## src/rtl/sponge_pkg.sv

```systemverilog
package sponge_pkg;

  localparam int STATE_W     = 88;
  localparam int RATE_W      = 8;
  localparam int CTR_W       = 6;
  localparam int ROUNDS      = 45;
  localparam int UNROLL      = 2;
  localparam int ADDR_W      = 3;
  localparam int NIBBLES     = STATE_W / 4;
  localparam int OUT_BYTES   = STATE_W / RATE_W;
  localparam int PERM_CYCLES = (ROUNDS + UNROLL - 1) / UNROLL;
  localparam int TAIL_ROUNDS = ROUNDS % UNROLL;
  localparam int BUSY_CYCLES = PERM_CYCLES + 2;
  localparam int STEP_W      = $clog2(PERM_CYCLES);

  localparam logic [CTR_W-1:0]  CTR_SEED = 6'h05;
  localparam logic [RATE_W-1:0] PAD_BYTE = 8'h81;

  localparam logic [ADDR_W-1:0] ADDR_CMD = 3'd0;
  localparam logic [ADDR_W-1:0] ADDR_MSG = 3'd1;
  localparam logic [ADDR_W-1:0] ADDR_OUT = 3'd2;

  localparam logic [RATE_W-1:0] CMD_CLEAR   = 8'h00;
  localparam logic [RATE_W-1:0] CMD_SQUEEZE = 8'h01;
  localparam logic [RATE_W-1:0] CMD_HASH    = 8'h02;

  // strobes from control to datapath
  typedef struct packed {
    logic clearState;
    logic latchMsg;
    logic latchPad;
    logic startPerm;
    logic roundStep;
    logic shortStep;
    logic commit;
    logic squeeze;
    logic shiftOut;
  } dpCtrl_t;

  function automatic logic [3:0] sboxNib(input logic [3:0] x);
    case (x)
      4'h0: sboxNib = 4'hE;  4'h1: sboxNib = 4'hD;
      4'h2: sboxNib = 4'hB;  4'h3: sboxNib = 4'h0;
      4'h4: sboxNib = 4'h2;  4'h5: sboxNib = 4'h1;
      4'h6: sboxNib = 4'h4;  4'h7: sboxNib = 4'hF;
      4'h8: sboxNib = 4'h7;  4'h9: sboxNib = 4'hA;
      4'hA: sboxNib = 4'h8;  4'hB: sboxNib = 4'h5;
      4'hC: sboxNib = 4'h9;  4'hD: sboxNib = 4'hC;
      4'hE: sboxNib = 4'h3;  default: sboxNib = 4'h6;
    endcase
  endfunction

  function automatic logic [STATE_W-1:0] subLayer(input logic [STATE_W-1:0] s);
    logic [STATE_W-1:0] o;
    for (int n = 0; n < NIBBLES; n++) o[4*n +: 4] = sboxNib(s[4*n +: 4]);
    return o;
  endfunction

  function automatic logic [STATE_W-1:0] bitShuffle(input logic [STATE_W-1:0] s);
    logic [STATE_W-1:0] o;
    o[STATE_W-1] = s[STATE_W-1];
    for (int i = 0; i < STATE_W - 1; i++) o[(i * NIBBLES) % (STATE_W - 1)] = s[i];
    return o;
  endfunction

  function automatic logic [CTR_W-1:0] ctrStep(input logic [CTR_W-1:0] c);
    return {c[CTR_W-2:0], c[CTR_W-1] ^ c[CTR_W-2]};
  endfunction

  function automatic logic [STATE_W-1:0] oneRound(input logic [STATE_W-1:0] s,
                                                  input logic [CTR_W-1:0] c);
    logic [STATE_W-1:0] t;
    t = s;
    for (int j = 0; j < CTR_W; j++) begin
      t[j]           = t[j] ^ c[j];
      t[STATE_W-1-j] = t[STATE_W-1-j] ^ c[j];
    end
    return bitShuffle(subLayer(t));
  endfunction

endpackage

```

## src/rtl/sponge_ctrl.sv

```systemverilog
module sponge_ctrl
  import sponge_pkg::*;
(
  input  logic              clk,
  input  logic              rst_n,
  input  logic [RATE_W-1:0] dataIn,
  input  logic [ADDR_W-1:0] addr,
  input  logic              wrStrobe,
  input  logic              rdStrobe,
  output dpCtrl_t           ctl,
  output logic              busy,
  output logic              outValid
);

  typedef enum logic [1:0] {ST_IDLE, ST_LOAD, ST_PERM, ST_CAPT} ctrlState_t;

  localparam logic [STEP_W-1:0] LAST_STEP = STEP_W'(PERM_CYCLES - 1);
  localparam logic              HAS_TAIL  = (TAIL_ROUNDS != 0);

  ctrlState_t        stQ, stNext;
  logic [STEP_W-1:0] stepQ, stepNext;
  logic              autoQ, autoNext;
  logic              validQ, validNext;
  logic              wrPrevQ, rdPrevQ;
  logic              wrEdge, rdEdge;

  assign wrEdge = wrStrobe & ~wrPrevQ;
  assign rdEdge = rdStrobe & ~rdPrevQ;

  always_comb begin
    ctl       = '0;
    stNext    = stQ;
    stepNext  = stepQ;
    autoNext  = autoQ;
    validNext = validQ;
    case (stQ)
      ST_IDLE: begin
        if (wrEdge) begin
          if (addr == ADDR_MSG) begin
            ctl.latchMsg = 1'b1;
            autoNext     = 1'b0;
            stNext       = ST_LOAD;
          end else if (addr == ADDR_CMD) begin
            case (dataIn)
              CMD_CLEAR: begin
                ctl.clearState = 1'b1;
                validNext      = 1'b0;
              end
              CMD_SQUEEZE: begin
                ctl.squeeze = 1'b1;
                validNext   = 1'b1;
              end
              CMD_HASH: begin
                ctl.latchPad = 1'b1;
                autoNext     = 1'b1;
                stNext       = ST_LOAD;
              end
              default: ;
            endcase
          end
        end
      end
      ST_LOAD: begin
        ctl.startPerm = 1'b1;
        stepNext      = '0;
        stNext        = ST_PERM;
      end
      ST_PERM: begin
        ctl.roundStep = 1'b1;
        if (stepQ == LAST_STEP) begin
          ctl.shortStep = HAS_TAIL;
          stNext        = ST_CAPT;
        end else begin
          stepNext = stepQ + 1'b1;
        end
      end
      default: begin
        ctl.commit = 1'b1;
        if (autoQ) begin
          ctl.squeeze = 1'b1;
          validNext   = 1'b1;
        end
        stNext = ST_IDLE;
      end
    endcase
    // a squeeze landing in the same cycle takes precedence over a shift
    ctl.shiftOut = rdEdge && (addr == ADDR_OUT) && !ctl.squeeze;
  end

  always_ff @(posedge clk or negedge rst_n) begin
    if (!rst_n) begin
      stQ     <= ST_IDLE;
      stepQ   <= '0;
      autoQ   <= 1'b0;
      validQ  <= 1'b0;
      wrPrevQ <= 1'b0;
      rdPrevQ <= 1'b0;
    end else begin
      stQ     <= stNext;
      stepQ   <= stepNext;
      autoQ   <= autoNext;
      validQ  <= validNext;
      wrPrevQ <= wrStrobe;
      rdPrevQ <= rdStrobe;
    end
  end

  assign busy     = (stQ != ST_IDLE);
  assign outValid = validQ;

endmodule

```

## src/rtl/sponge_dp.sv

```systemverilog
module sponge_dp
  import sponge_pkg::*;
(
  input  logic              clk,
  input  logic              rst_n,
  input  dpCtrl_t           ctl,
  input  logic [RATE_W-1:0] dataIn,
  output logic [RATE_W-1:0] dataOut
);

  localparam int TAIL_IDX = (TAIL_ROUNDS == 0) ? UNROLL : TAIL_ROUNDS;

  logic [STATE_W-1:0] stateQ, workQ, outQ;
  logic [CTR_W-1:0]   ctrQ;
  logic [RATE_W-1:0]  inByteQ;

  logic [STATE_W-1:0] stChain [UNROLL+1];
  logic [CTR_W-1:0]   ctChain [UNROLL+1];

  assign stChain[0] = workQ;
  assign ctChain[0] = ctrQ;

  // unrolled round chain: one stage per round handled in a cycle
  for (genvar g = 0; g < UNROLL; g++) begin : gRound
    assign stChain[g+1] = oneRound(stChain[g], ctChain[g]);
    assign ctChain[g+1] = ctrStep(ctChain[g]);
  end

  always_ff @(posedge clk or negedge rst_n) begin
    if (!rst_n) begin
      stateQ  <= '0;
      workQ   <= '0;
      outQ    <= '0;
      ctrQ    <= '0;
      inByteQ <= '0;
    end else begin
      if (ctl.clearState) stateQ <= '0;
      if (ctl.latchMsg) inByteQ <= dataIn;
      if (ctl.latchPad) inByteQ <= PAD_BYTE;
      if (ctl.startPerm) begin
        workQ <= stateQ ^ {{(STATE_W-RATE_W){1'b0}}, inByteQ};
        ctrQ  <= CTR_SEED;
      end
      if (ctl.roundStep) begin
        if (ctl.shortStep) begin
          workQ <= stChain[TAIL_IDX];
          ctrQ  <= ctChain[TAIL_IDX];
        end else begin
          workQ <= stChain[UNROLL];
          ctrQ  <= ctChain[UNROLL];
        end
      end
      if (ctl.commit) stateQ <= workQ;
      if (ctl.squeeze) outQ <= ctl.commit ? workQ : stateQ;
      else if (ctl.shiftOut) outQ <= outQ >> RATE_W;
    end
  end

  assign dataOut = outQ[RATE_W-1:0];

endmodule

```

## src/rtl/sponge_hash.sv

```systemverilog
module sponge_hash
  import sponge_pkg::*;
(
  input  logic              clk,
  input  logic              rst_n,
  input  logic [RATE_W-1:0] dataIn,
  input  logic [ADDR_W-1:0] addr,
  input  logic              wrStrobe,
  input  logic              rdStrobe,
  output logic [RATE_W-1:0] dataOut,
  output logic              busy,
  output logic              outValid
);

  dpCtrl_t ctl;

  sponge_ctrl u_ctrl (
    .clk      (clk),
    .rst_n    (rst_n),
    .dataIn   (dataIn),
    .addr     (addr),
    .wrStrobe (wrStrobe),
    .rdStrobe (rdStrobe),
    .ctl      (ctl),
    .busy     (busy),
    .outValid (outValid)
  );

  sponge_dp u_dp (
    .clk     (clk),
    .rst_n   (rst_n),
    .ctl     (ctl),
    .dataIn  (dataIn),
    .dataOut (dataOut)
  );

endmodule

```

## config.mk

```make
export PLATFORM = sky130hd
export DESIGN_NAME = sponge_hash
export DESIGN_NICKNAME = d
export VERILOG_FILES = /design/src/rtl/sponge_pkg.sv /design/src/rtl/sponge_ctrl.sv /design/src/rtl/sponge_dp.sv /design/src/rtl/sponge_hash.sv
export SDC_FILE = /design/constraint.sdc
export NUM_CORES = 1
export LEC_CHECK = 0
export ABC_CLOCK_PERIOD_IN_PS = 4000
export BUFFER_PORTS_ARGS = -buffer_cell sky130_fd_sc_hd__buf_2
export CAP_MARGIN = 30
export CORE_MARGIN = 1.5
export CORE_UTILIZATION = 30
export CTS_BUF_LIST = sky130_fd_sc_hd__clkbuf_16
export CTS_CLUSTER_DIAMETER = 80
export DETAILED_ROUTE_END_ITERATION = 10
export HOLD_SLACK_MARGIN = 0.05
export PLACE_DENSITY = 0.51
export SKIP_CTS_REPAIR_TIMING = 1
export SLEW_MARGIN = 15
export SYNTH_ARGS = -nofsm -noshare
export SYNTH_HDL_FRONTEND = slang
export SYNTH_SLANG_ARGS = --single-unit
```

## constraint.sdc

```tcl
create_clock -name clk -period 4 [get_ports clk]
set_input_delay 0.6 -clock clk [delete_from_list [all_inputs] [get_ports clk]]
set_output_delay 0.6 -clock clk [all_outputs]
set_load 0.02 [all_outputs]
```

==> metrics.yaml, run 1 <==
outcome: "complete, no violations"
cts-htree-levels: 2
place_congestion: 0.885
ys_ff_latch: 289
setup_violations: 0
min_period_over_period_pct: 86.7
core_area_sq_mm: 0.0688
grt_pass1_wl_mm: 107
synth_nets: 2421
io_pins: 25
crit_path_end_kind: "flop"
layout.area.seq_sq_mm: 0.00723
insertion_delay_ns: 0.57
async_reset_ff_share_pct: 100
cp_max_fo: 7
max-cap-violations: 0
grt_start_max_net_pins: 141
drt-pass1-iter-count: 6
wl_per_cell_um: 22.1
grt.total_usage_pct: 19.5
synth_flop_cell: "dfrtp_1"
initial_core_util_pct: 30.4
antenna_cells: 0
grt_pass1_vias: 16800
crit_chain: "xnor2_1, inv_1, ha_1, mux2_2, ha_1, ha_1, inv_1, mux2i_1, mux2i_1, a222oi_1, a21oi_1"
nets: 2360
final_layout_size_suffix_gt1_share_pct: 9.26
fp-row-count: 96
clkTransAtPathRegs_ns: 0.06
cts_tree: "done"
clockBufferDepth: 3
max_stage_delay_ns: 0.57
cts_root_buffer: "clkbuf_16"
area_growth_pct: 11.6
ant_nets: 0
yosysWarningCount: 0
hold_viol: 0
setup-tns-final_ns: 0
rsz0062_at_grt: "false"
vias_per_cell: 5.47
die_width_um: 267
antenna_found_initial: 1
required_ns: 4.41
vias: 17300
holdCritPathClass: "in -> async"
r2r_cells: 11
yosysUniqueCellTypes: 70
tightest_slew_ns: 0.965
fin_hold_ws_ns: 0.112
crit_top_cell: "ha_1"
synth.avg_cell_area_sq_um: 9.28
yosysSeqAreaShare_pct: 34.5
cp.depth: 11
gr-total-overflow: 0
drc_errors: 0
syn_area_sq_mm: 0.0209
dieArea_sq_mm: 0.0714
crit_buf_inv: 2
clkSinkCount: 289
drt-initial-drc-count: 1341
critPathArrivalTime_ns: 3.88
period_minus_slack_ns: 3.47
crit_path_start_kind: "flop"
dp.final_hpwl_mm: 48.3
slowest_stage: "dfrtp_1"
fmax_mhz: 288
multi_input_area_sq_mm: 0.0125
worst_path_dominant_cell_family: "adder cells"
timing.max_slew.rel_slack_pct: 35.5
wl_mm: 69.6
die_h_um: 267
final_util_pct: 34.0
synth_edf_count: 0
n_fill_cell: 6944
io_buffers: 24
finClkSkew_ns: 0.0250
cts-buffers-inserted: 38
critPathKind: "reg -> reg"
syn_inst: 2257
slew_viol_final: 0
## cells in the mapped netlist (5+ instances only)
cell	count	share of area [%]
dfrtp_1	289	35
xnor2_1	66	2.8
nand2b_1	9	0.27
buf_4	9	0.32
xor2_1	44	1.8
a21oi_1	176	4.2
xnor2_2	5	0.39
nand2_1	130	2.3
mux2i_1	173	8.3
a22o_1	85	3.6
nor3b_1	5	0.18
a222oi_1	6	0.29
clkbuf_1	150	2.7
mux2_2	13	0.70
o21a_1	8	0.29
nor2_1	140	2.5
a22oi_1	9	0.32
nand3_1	18	0.43
a221oi_1	13	0.54
a211o_1	9	0.38
o21ai_1	6	0.14
o22ai_1	16	0.48
or3_1	5	0.15
inv_1	126	2.3
ha_1	149	8.9
o31ai_1	11	0.39
o211a_1	6	0.29
or2_2	5	0.15
a211oi_1	120	4.3
mux4_2	26	2.8
a31oi_1	49	1.5
o211ai_1	45	1.6
and2_1	90	2.7
o21ai_0	90	2.2
a21o_1	17	0.61
buf_1	11	0.20
clkinv_1	6	0.11
a2bb2oi_1	6	0.25
nor2b_1	7	0.21
buf_2	18	0.43
nor3_1	29	0.69
o2bb2ai_1	9	0.38
## flip-flops by register name (all words and copies together) (netlist names)
| register | flops |
|---|---|
| u_dp.outQ | 88 |
| u_ctrl.rdPrevQ | 1 |
| u_dp.inByteQ | 8 |
| u_dp.stateQ | 88 |
| u_dp.ctrQ | 6 |
| u_dp.workQ | 88 |
| u_ctrl.outValid | 1 |
| u_ctrl.stepQ | 5 |
| u_ctrl.stQ | 2 |
| u_ctrl.wrPrevQ | 1 |
| u_ctrl.autoQ | 1 |
## cells in the final DEF, fill, tap and decap left out, drive strengths merged, types with 72 or more instances in the layout
cell and instances:
mux2i 174, xnor2 72, a22o 85, ha 149, dfrtp 289, a21oi 176, nor2 140, nand2 130
buf 86, a211oi 120, inv 136, o21ai 96, and2 92
## per-stage QoR
stage	area (sq um)	worst slack (ns)	instances
2_1_floorplan	20900	1.30	2257
3_3_place_gp	22100	0.633	3084
3_5_place_dp	22200	0.594	3085
4_1_cts	23400	0.541	3154
5_1_grt	23400	0.325	3156
6_report	23400	0.532	3156
## cell type report
class | instances | share of cell area, %
clock buffers | 39 | 4.17
clock inverters | 30 | 1.02
inverters | 132 | 2.12
multi-input cells | 1647 | 53.5
flip-flops and latches | 289 | 30.9
well taps | 931 | 4.98
repair buffers | 88 | 3.28
## logic make-up (layout without fill, tap and decap cells)
kind of cell / count (synthesis) / after routing / share of synthesized area [%]
and+or+nand+nor: 454 / 454 / 10.1
xor gates and xnor gates: 121 / 121 / 5.65
DFF: 289 / 289 / 34.5
buffers and inverters: 321 / 289 / 6.06
AOI/OAI and AO/OA: 710 / 710 / 22.9
muxes: 213 / 213 / 11.8
adders and majority gates: 149 / 149 / 8.90
## worst reg2reg max path: stages, from the launching register on
cell	delay, ns
dfrtp_1	0.57
xnor2_1	0.35
inv_1	0.13
ha_1	0.36
mux2_2	0.29
ha_1	0.38
ha_1	0.33
inv_1	0.05
mux2i_1	0.13
mux2i_1	0.19
a222oi_1	0.42
a21oi_1	0.13
## layer usage
metal  vias to the layer above  global-route usage (%)  wire length (um)
met5                         -                       0                 0
met4                         0                    5.65              1870
met3                        93                    2.34              3300
met2                       453                    31.6             32300
met1                      8694                    27.3             32100
li1                       8015                       -                 -
## final timing paths
path                                             start                           to  slack, ns
min in group clk                              rdStrobe     u_ctrl.rdPrevQ$_DFF_PN0_       0.16
max reg2reg                   u_dp.ctrQ[3]$_DFFE_PN0P_   u_dp.workQ[49]$_DFFE_PN0P_       0.53
min                                              rst_n  u_dp.stateQ[45]$_DFFE_PN0P_       0.11
max                           u_dp.ctrQ[3]$_DFFE_PN0P_   u_dp.workQ[49]$_DFFE_PN0P_       0.53
max in group asynchronous                        rst_n    u_dp.outQ[20]$_DFFE_PN0P_       2.93
min reg2reg                u_dp.stateQ[39]$_DFFE_PN0P_  u_dp.stateQ[39]$_DFFE_PN0P_       0.52
Power of run 1 is left out: the tool's default activity adds up to more than one toggle a clock period on the data nets, which glitch-free logic cannot reach.
==> inputs of run 2 (changes only) <==
--- a/config.mk
+++ b/config.mk
@@ -15,6 +15,7 @@
 export DETAILED_ROUTE_END_ITERATION = 10
 export HOLD_SLACK_MARGIN = 0.05
 export PLACE_DENSITY = 0.51
+export REMOVE_ABC_BUFFERS = 1
 export SKIP_CTS_REPAIR_TIMING = 1
 export SLEW_MARGIN = 15
 export SYNTH_ARGS = -nofsm -noshare
==> run 2 against run 1 <==
- maximum frequency fell by 0.22%
- register-to-register slack barely moved
- worst hold slack got worse by 0.078 ns
- highest routed layer is now met5
==> metrics.yaml, run 2 (synthesized netlist as in run 1, its figures left out) <==
outcome: "complete, no violations"  # unchanged
r2r_cells: 10  # was 11
insertion_delay_ns: 0.57  # about the same
grt_pass1_vias: 16900  # was 16800
largestRegisters: "u_dp.outQ x88, u_dp.stateQ x88, u_dp.workQ x88"  # unchanged
antenna_found_initial: 1  # unchanged
reg2reg_from: "u_dp.ctrQ[5]$_DFFE_PN0P_"  # was u_dp.ctrQ[3]$_DFFE_PN0P_
cts-htree-levels: 2  # unchanged
crit_path_end_kind: "flop"  # unchanged
dp.final_hpwl_mm: 49.2  # was 48.3 mm
ant_nets: 0  # unchanged
final_cells: 3150  # was 3156
endpoint: "u_dp.workQ[49]$_DFFE_PN0P_"  # unchanged
vias: 17400  # was 17300
io_pins: 25  # unchanged
n_fill_cell: 7007  # was 6944
fin_ws_ns: 0.524  # was 0.532 ns
holdCritPathClass: "in -> async"  # unchanged
place_congestion: 0.885  # about the same
vias_per_cell: 5.53  # was 5.47
final_common_cell: "dfrtp_1"  # unchanged
cp-startpoint: "u_dp.ctrQ[5]$_DFFE_PN0P_"  # was u_dp.ctrQ[3]$_DFFE_PN0P_
die_h_um: 267  # unchanged
tightest_slew_ns: 0.899  # was 0.965 ns
dieArea_sq_mm: 0.0714  # unchanged
critPathKind: "reg -> reg"  # unchanged
clkTransAtPathRegs_ns: 0.06  # about the same
clkSinkCount: 289  # unchanged
initial_core_util_pct: 30.4  # unchanged
gr-total-overflow: 0  # unchanged
fmax_mhz: 288  # about the same
period_minus_slack_ns: 3.48  # was 3.47 ns
max-cap-violations: 0  # unchanged
grt.total_usage_pct: 19.8  # was 19.5%
slew_viol_final: 0  # unchanged
cp_max_fo: 6  # was 7
area_growth_pct: 10.9  # was 11.6%
drt-pass1-iter-count: 7  # was 6
min_period_over_period_pct: 86.9  # was 86.7%
final_layout_size_suffix_gt1_share_pct: 9.19  # was 9.26%
dp_cells: 3084  # was 3085
grt_start_max_net_pins: 117  # was 141
hold_viol: 0  # unchanged
finClkSkew_ns: 0.0250  # unchanged
critPathArrivalTime_ns: 3.90  # was 3.88 ns
drc_errors: 0  # unchanged
cts_tree: "done"  # unchanged
cts_root_buffer: "clkbuf_16"  # unchanged
grt_pass1_wl_mm: 108  # was 107 mm
multi_input_area_sq_mm: 0.0125  # about the same
antenna_cells: 0  # unchanged
setup_violations: 0  # unchanged
pre_cts_ws_ns: 0.563  # was 0.594 ns
fp-row-count: 96  # unchanged
required_ns: 4.42  # was 4.41 ns
nets: 2358  # was 2360
die_width_um: 267  # unchanged
crit_path_start_kind: "flop"  # unchanged
wl_mm: 70.6  # was 69.6 mm
r2r_end: "u_dp.workQ[49]$_DFFE_PN0P_"  # unchanged
core_area_sq_mm: 0.0688  # unchanged
timing.max_slew.rel_slack_pct: 39.8  # was 35.5%
layout_common_cells: "dfrtp_1 (289), a21oi_1 (176), mux2i_1 (173)"  # unchanged
ff2ff_setup_slack_ns: 0.52  # was 0.53 ns
drt-initial-drc-count: 1504  # was 1341
cts-buffers-inserted: 37  # was 38
rsz0062_at_grt: "false"  # unchanged
fin_hold_ws_ns: 0.0333  # was 0.112 ns
clockBufferDepth: 3  # unchanged
wl_per_cell_um: 22.4  # was 22.1 um
io_buffers: 24  # unchanged
layout.area.seq_sq_mm: 0.00723  # unchanged
## run 2: changes by cell type in the layout (fill, tap and decap cells not counted), moves of 2 or more
cell / before / now
clkinv_2: 5 / 11
bufinv_16: 3 / 1
clkinv_8: 2 / 0
inv_1: 135 / 130
clkbuf_16: 39 / 37
clkinvlp_4: 3 / 1
## run 2: metrics by stage
step / area [sq um] / setup TNS, ns / utilization (%)
2_1_floorplan: 20200 / -902.15 / -
3_3_place_gp: 22100 / 0 / 32.1
4_1_cts: 23200 / 0 / 33.7
6_report: 23200 / 0 / 33.7
5_1_grt: 23200 / 0 / 33.7
3_5_place_dp: 22100 / 0 / 32.2
## run 2: area by class of cell
cell class,instances,share of cell area [%]
multi-input combinational,1647,53.9
sequential,289,31.1
tap,931,5.02
clock buffer,37,3.99
timing repair buffer,87,3.17
inverter,132,2.14
clock inverter,27,0.663
## run 2: worst min-delay path by stage
| stage | end | slack [ns] | cells past startpoint |
|---|---|---|---|
| 6_report | u_dp.outQ[83]$_DFFE_PN0P_ | 0.03 | 1 |
| 3_5_place_dp | u_dp.stateQ[59]$_DFFE_PN0P_ | 0.51 | 1 |
| 4_1_cts | u_dp.outQ[83]$_DFFE_PN0P_ | 0.04 | 1 |
| 3_3_place_gp | u_dp.stateQ[80]$_DFFE_PN0P_ | 0.50 | 1 |
| 5_1_grt | u_dp.outQ[83]$_DFFE_PN0P_ | 0.07 | 1 |
| 2_1_floorplan | u_ctrl.autoQ$_DFFE_PN0P_ | 0.30 | 0 |
## run 2: critical path, cell delays in order, from the launching register on
cell and delay (ns):
dfrtp_1 0.53, xnor2_2 0.40, mux2i_1 0.26, xor2_1 0.63
inv_1 0.15, ha_1 0.34, inv_1 0.05, mux2i_1 0.13
mux2i_1 0.13, a222oi_1 0.56, a21oi_1 0.15
## run 2: routing by layer
metal | vias up | global-route usage [%] | share of wire (%)
met5 | - | 0 | 0.018
met4 | 2 | 7.60 | 3.7
met3 | 109 | 2.78 | 5.5
met2 | 515 | 31.1 | 46
met1 | 8795 | 27.4 | 45
li1 | 7995 | - | -
Power of run 2 is left out for the same reason.
